[src/rtl/pbist_seq.sv]
module pbist_seq #(
  parameter int ADDR_W = 4,
  parameter int DATA_W = 8
) (
  input  logic              clk,
  input  logic              rst_n,
  input  logic              tdi,
  input  logic              ld_shift,
  input  logic              ld_update,
  input  logic              start,
  input  logic              st_capture,
  input  logic              st_shift,
  output logic              tdo,
  output logic              busy,
  output logic              mem_re,
  output logic              mem_we,
  output logic [ADDR_W-1:0] mem_addr,
  output logic [DATA_W-1:0] mem_wdata,
  input  logic [DATA_W-1:0] mem_rdata
);
  localparam int IW    = 16;
  localparam int DEPTH = 16;
  localparam int ST_W  = 6 + ADDR_W;

  logic [IW-1:0]     prog [DEPTH];
  logic [IW-1:0]     stage;
  logic [3:0]        wptr, pc;
  logic [ADDR_W-1:0] cnt, cnt_d, rev;
  logic              run, phase, loop_act, done, fail;
  logic [1:0]        loop_rem;
  logic [3:0]        fail_idx;
  logic [ADDR_W-1:0] fail_addr;
  logic [ST_W-1:0]   st_sr;
  logic [DATA_W-1:0] bg, expd;

  wire [IW-1:0] ins  = prog[pc];
  wire [1:0]    op   = ins[1:0];
  wire [2:0]    amod = ins[4:2];
  wire          dir  = ins[5];
  wire [2:0]    pat  = ins[8:6];
  wire          inv  = ins[9];
  wire [3:0]    tgt  = ins[13:10];
  wire [1:0]    lc   = ins[15:14];

  wire go       = start && !run;
  wire last     = &cnt;
  wire step     = run && (op != 2'd3) && ((op == 2'd0) || phase);
  wire mismatch = run && phase && (mem_rdata != expd);

  assign cnt_d = dir ? ~cnt : cnt;
  for (genvar i = 0; i < ADDR_W; i++) begin : g_rev
    assign rev[i] = cnt_d[ADDR_W-1-i];
  end

  always_comb begin
    case (amod)
      3'd1:    mem_addr = rev;
      3'd2:    mem_addr = cnt_d ^ (cnt_d >> 1);
      default: mem_addr = cnt_d;
    endcase
  end

  for (genvar j = 0; j < DATA_W; j++) begin : g_bg
    assign bg[j] = (pat == 3'd1) ? (mem_addr[0] ^ (j % 2 == 1)) :
                   (pat == 3'd2) ? mem_addr[0] :
                   (pat == 3'd3) ? (j % 2 == 1) : 1'b0;
  end
  assign expd = bg ^ {DATA_W{inv}};

  assign busy      = run;
  assign mem_re    = run && !phase && ((op == 2'd1) || (op == 2'd2));
  assign mem_we    = run && ((op == 2'd0) || ((op == 2'd2) && phase));
  assign mem_wdata = phase ? ~expd : expd;
  assign tdo       = st_sr[0];

  always_ff @(posedge clk) begin
    if (ld_update && !run) prog[wptr] <= stage;
  end

  always_ff @(posedge clk or negedge rst_n) begin
    if (!rst_n) begin
      stage <= '0;
      wptr  <= '0;
    end else begin
      if (ld_shift && !run) stage <= {tdi, stage[IW-1:1]};
      if (go) wptr <= '0;
      else if (ld_update && !run) wptr <= wptr + 4'd1;
    end
  end

  always_ff @(posedge clk or negedge rst_n) begin
    if (!rst_n) begin
      run <= 1'b0; phase <= 1'b0; pc <= '0; cnt <= '0;
      loop_act <= 1'b0; loop_rem <= '0;
      done <= 1'b0; fail <= 1'b0; fail_idx <= '0; fail_addr <= '0;
    end else if (go) begin
      run <= 1'b1; phase <= 1'b0; pc <= '0; cnt <= '0;
      loop_act <= 1'b0; loop_rem <= '0;
      done <= 1'b0; fail <= 1'b0; fail_idx <= '0; fail_addr <= '0;
    end else if (run) begin
      if (op == 2'd3) begin
        run  <= 1'b0;
        done <= 1'b1;
      end else begin
        if (mem_re) phase <= 1'b1;
        if (mismatch) begin
          fail <= 1'b1;
          if (!fail) begin
            fail_addr <= mem_addr;
            fail_idx  <= pc;
          end
        end
        if (step) begin
          phase <= 1'b0;
          if (!last) cnt <= cnt + 1'b1;
          else begin
            cnt <= '0;
            if (lc != 2'd0 && !loop_act) begin
              loop_act <= 1'b1;
              loop_rem <= lc - 2'd1;
              pc       <= tgt;
            end else if (lc != 2'd0 && loop_rem != 2'd0) begin
              loop_rem <= loop_rem - 2'd1;
              pc       <= tgt;
            end else begin
              if (lc != 2'd0) loop_act <= 1'b0;
              if (pc == 4'hF) begin
                run  <= 1'b0;
                done <= 1'b1;
              end else pc <= pc + 4'd1;
            end
          end
        end
      end
    end
  end

  always_ff @(posedge clk or negedge rst_n) begin
    if (!rst_n) st_sr <= '0;
    else if (st_capture) st_sr <= {fail_addr, fail_idx, fail, done};
    else if (st_shift) st_sr <= st_sr >> 1;
  end

  p_strobe_excl_r10: assert property (@(posedge clk) disable iff (!rst_n)
    !(mem_re && mem_we));
  p_idle_quiet_r10: assert property (@(posedge clk) disable iff (!rst_n)
    !run |-> (!mem_re && !mem_we));
  p_fail_sticky_r6: assert property (@(posedge clk) disable iff (!rst_n)
    (fail && !go) |=> fail);
  p_first_hold_r6: assert property (@(posedge clk) disable iff (!rst_n)
    (fail && !go) |=> ($stable(fail_addr) && $stable(fail_idx)));
  p_cmp_addr_r6: assert property (@(posedge clk) disable iff (!rst_n)
    (run && phase) |-> (mem_addr == $past(mem_addr)));
  p_done_idle_r2: assert property (@(posedge clk) disable iff (!rst_n)
    done |-> !run);
  p_load_blocked_r8: assert property (@(posedge clk) disable iff (!rst_n)
    run |=> ($stable(wptr) && $stable(stage)));
endmodule

[config.mk]
export PLATFORM = sky130hd
export DESIGN_NAME = pbist_seq
export DESIGN_NICKNAME = d
export VERILOG_FILES = /design/src/rtl/pbist_seq.sv
export SDC_FILE = /design/constraint.sdc
export NUM_CORES = 1
export LEC_CHECK = 0
export BUFFER_PORTS_ARGS = -buffer_cell sky130_fd_sc_hd__buf_2
export CORE_MARGIN = 1
export CORE_UTILIZATION = 45
export DETAILED_ROUTE_END_ITERATION = 6
export PLACE_DENSITY_LB_ADDON = 0.3
export RECOVER_POWER = 50
export REMOVE_ABC_BUFFERS = 1
export SYNTH_ARGS = -nofsm -noshare
export SYNTH_HDL_FRONTEND = slang
export SYNTH_SLANG_ARGS = --single-unit
[constraint.sdc]
create_clock -name clk -period 4.9 [get_ports clk]
set_input_delay 0.98 -clock clk [delete_from_list [all_inputs] [get_ports clk]]
set_output_delay 0.98 -clock clk [all_outputs]
set_load 0.01 [all_outputs]
==> summary.txt <==
Worst slew pin tran: 3178 ps
Reg2Reg Depth: 14
Netlist cell types: 60
Synth top area share: 59.70%
Layout area overhead: 14.15%
Met1 Usage GRT: 25.43%
Async set-reset flop share out of synthesis: 17.15%
Max incr delay on CP: 510 ps
WL/cell: 23.63 um
Grt met2 use: 34.04%
Largest area contributor in the netlist: edfxtp_1
Row Count: 61
Worst Hold Launch: fail_addr[3]
Clk_lat worst skew: 560 ps
Routed WL: 27,930 um
Ys flop type: edfxtp_1
Worst path cell trace: clkbuf_4 > buf_4 > mux4_2 > mux2i_1 > mux2_4 > xor2_1 > o32ai_2 > a32oi_4 > o21bai_1 > nand4_1 > xor2_2 > buf_2
Final cell count without fillers: 1,182
Pwr dens: 527.4 nW/um2
PortBufs: 31
Largest net degree at the start of global routing: 54
Reg-to-reg slack, setup: 820 ps
First-pass GRT wire length: 41,700 um
Endpoints failing setup: 0
Post-Synthesis Mean Instance Area: 17.76 um2
Initial antenna violation count: 0
Worst Skew: 9.742 ps
CTS Buffer Depth: 3
Share of cells above drive strength 1: 29.48%
Via Count: 6,735
Hold Vio Cnt, Final: 0
Crit. End Element: output pin
Hold Buf Count CTS: 0
CTS Buf Count: 30
Chip Height: 171.2 um
Htree depth: 1
Pleak: 5.073 nW
Max_slew headroom: -111.9%
Failing checks: capacitance limit, slew limit
Placed cells: 1,119
Worst Hold Class: flop to flop
Routability Congestion: 0.8501
Initial Utilization: 46.10%
Antenna diodes: 0
Die Width: 171.2 um
Synth Cell Area: 12,880 um2
Gr usage total: 19.56%
Seq/Total Area, Yosys: 70.00%
Final Power: 0.007753 W
Crit path launch type: flop
Post-synth EDFFs: 256
Maximum vdd drop: 0.0003038 V
Yosys reg bits: 309
Yosys warning total: 0
Vias in the first global route: 6,937
Endpoint of the worst register-to-register path: pc[2]
Clk root buf: clkbuf_16
CP Data Required Time: 3920 ps
Global route overflow: 0
Max-cap violations: 1
Crit-path slowest cell: mux4_2
WP data arrival: 3750 ps
FILL cells: 2,220
CTS tree: built
Core area: 27,930 um2
Synth Instances: 725
DIE AREA: 29,300 um2
Status: finished with violations
Tcrit/Tclk final: 96.54%
Achievable clock frequency: 211.4 MHz
Clock Sink Count: 309
Kind of critical path: flop to output pin
Post-DP HPWL: 16,430 um
Top post-synthesis cells by area: edfxtp_1, mux4_2, dfrtp_1, mux2i_1, mux2_2
Max-slew violation count: 54
Hold Crit Depth: 2
Final Hold Slack: 479.3 ps
Worst flop-to-flop path startpoint: pc[1]
CP max FO: 9
Final Critical Period: 4731 ps
DR iter-0 viols: 540
Vias per inst: 5.698
Reg clk slew, reported paths: 70 ps
Layout Nets: 805
Worst Hold Endpoint: st_sr[9]
Pre-Repair DR Iteration Count: 5
GR peak layer: met2
I/O Pins: 32
DRC violations left: 0
ANT nets after route: 0
Global Route met3 Usage: 2.799%
Most frequent cell after synthesis: edfxtp_1
Post-synth top cells: edfxtp_1, mux4_2, dfrtp_1
## cell usage in the layout, fill, tap and decap left out, drive strengths merged, types with 3 or more instances in the layout
cell type	count
and2	10
mux2	24
nor2b	9
clkinvlp	5
edfxtp	256
nand4	4
a221oi	4
mux2i	34
clkbuf	42
bufinv	4
or2	4
nor3	8
xnor2	5
inv	10
a21oi	13
o21ai	34
and3	5
buf	63
ha	9
xor2	5
nand2	44
o211ai	3
nand2b	7
clkinv	11
nor2	30
mux4	70
dfrtp	53
nand3	9
## metrics by stage
stage                     util (%)  area [um2]  setup WS (ps)  TNS (ps)
final                        52.62       14700          169.4         0
after global routing         52.62       14700         -16.11    -38.47
after CTS                    52.32       14620          62.77         0
after detailed placement     48.53       13560          444.0         0
after global placement       48.53       13560          600.2         0
after floorplan                  -       12660         -907.0     -9074
## sequential cells by signal, summed over array words and instances, names as in the netlist
| register | flops |
|---|---|
| fail_idx | 4 |
| loop_rem | 2 |
| prog | 256 |
| fail | 1 |
| busy | 1 |
| wptr | 4 |
| st_sr | 10 |
| fail_addr | 4 |
| done | 1 |
| loop_act | 1 |
| phase | 1 |
| cnt | 4 |
| pc | 4 |
| stage | 16 |
## worst max path at each step
| stage | slack, ps | from | cells after the start | endpoint |
|---|---|---|---|---|
| floorplan | -910 | pc[0] | 9 | mem_wdata[0] |
| global placement | 600 | pc[1] | 10 | mem_wdata[3] |
| detailed placement | 440 | pc[1] | 10 | mem_wdata[3] |
| CTS | 60 | pc[1] | 10 | mem_wdata[3] |
| global route | -20 | pc[1] | 11 | mem_wdata[3] |
| finish | 170 | pc[1] | 12 | mem_wdata[3] |
## routing by layer
metal / up-vias / share of wire, %
met2: 201 / 50
met1: 3521 / 42
li1: 2954 / -
met4: 0 / 3.1
met3: 59 / 4.4
met5: - / 0
## final cells by class
cell class                 count  area (um2)  area share, %
clock inverter                17       217.7          1.481
clock buffer                  39       814.5          5.541
inverter                      13       57.56         0.3916
sequential                   309        9024          61.39
tap                          378       473.0          3.218
multi-input combinational    360        3689          25.09
timing repair buffer          66       424.2          2.886
## worst max-delay path, delay by kind of cell (launching register included)
family	cells	cell delay (ps)
buffers and inverters	3	570
AOI/OAI and AO/OA	3	530
muxes	3	920
DFF	1	500
xor gates and xnor gates	2	480
and+or+nand+nor	1	190
## repair_timing
action | 4_1_cts | 5_1_grt
gates resized for setup | 3 | 13
pin swaps | 0 | 2
setup buffers | 3 | 4
setup endpoints to repair | 8 | 8
## cells by family after synthesis
kind of cell	Yosys count	synth area share [%]
adder cells (fa/ha/maj)	9	0.8745
AO/OA/AOI/OAI	72	3.751
XOR/XNOR	10	0.7384
buffers and inverters	56	2.089
AND/OR/NAND/NOR	141	5.363
flip-flops	309	70.00
multiplexers	128	17.19
## power breakdown
group          switching (W)  total, W  internal [W]  leakage (nW)
clock network       0.000983   0.00237       0.00139         0.495
logic               0.000837   0.00155      0.000709          1.58
registers           0.000436   0.00383       0.00340          3.00
total                0.00226   0.00775       0.00550          5.07
(Power assumes the default switching activity.)
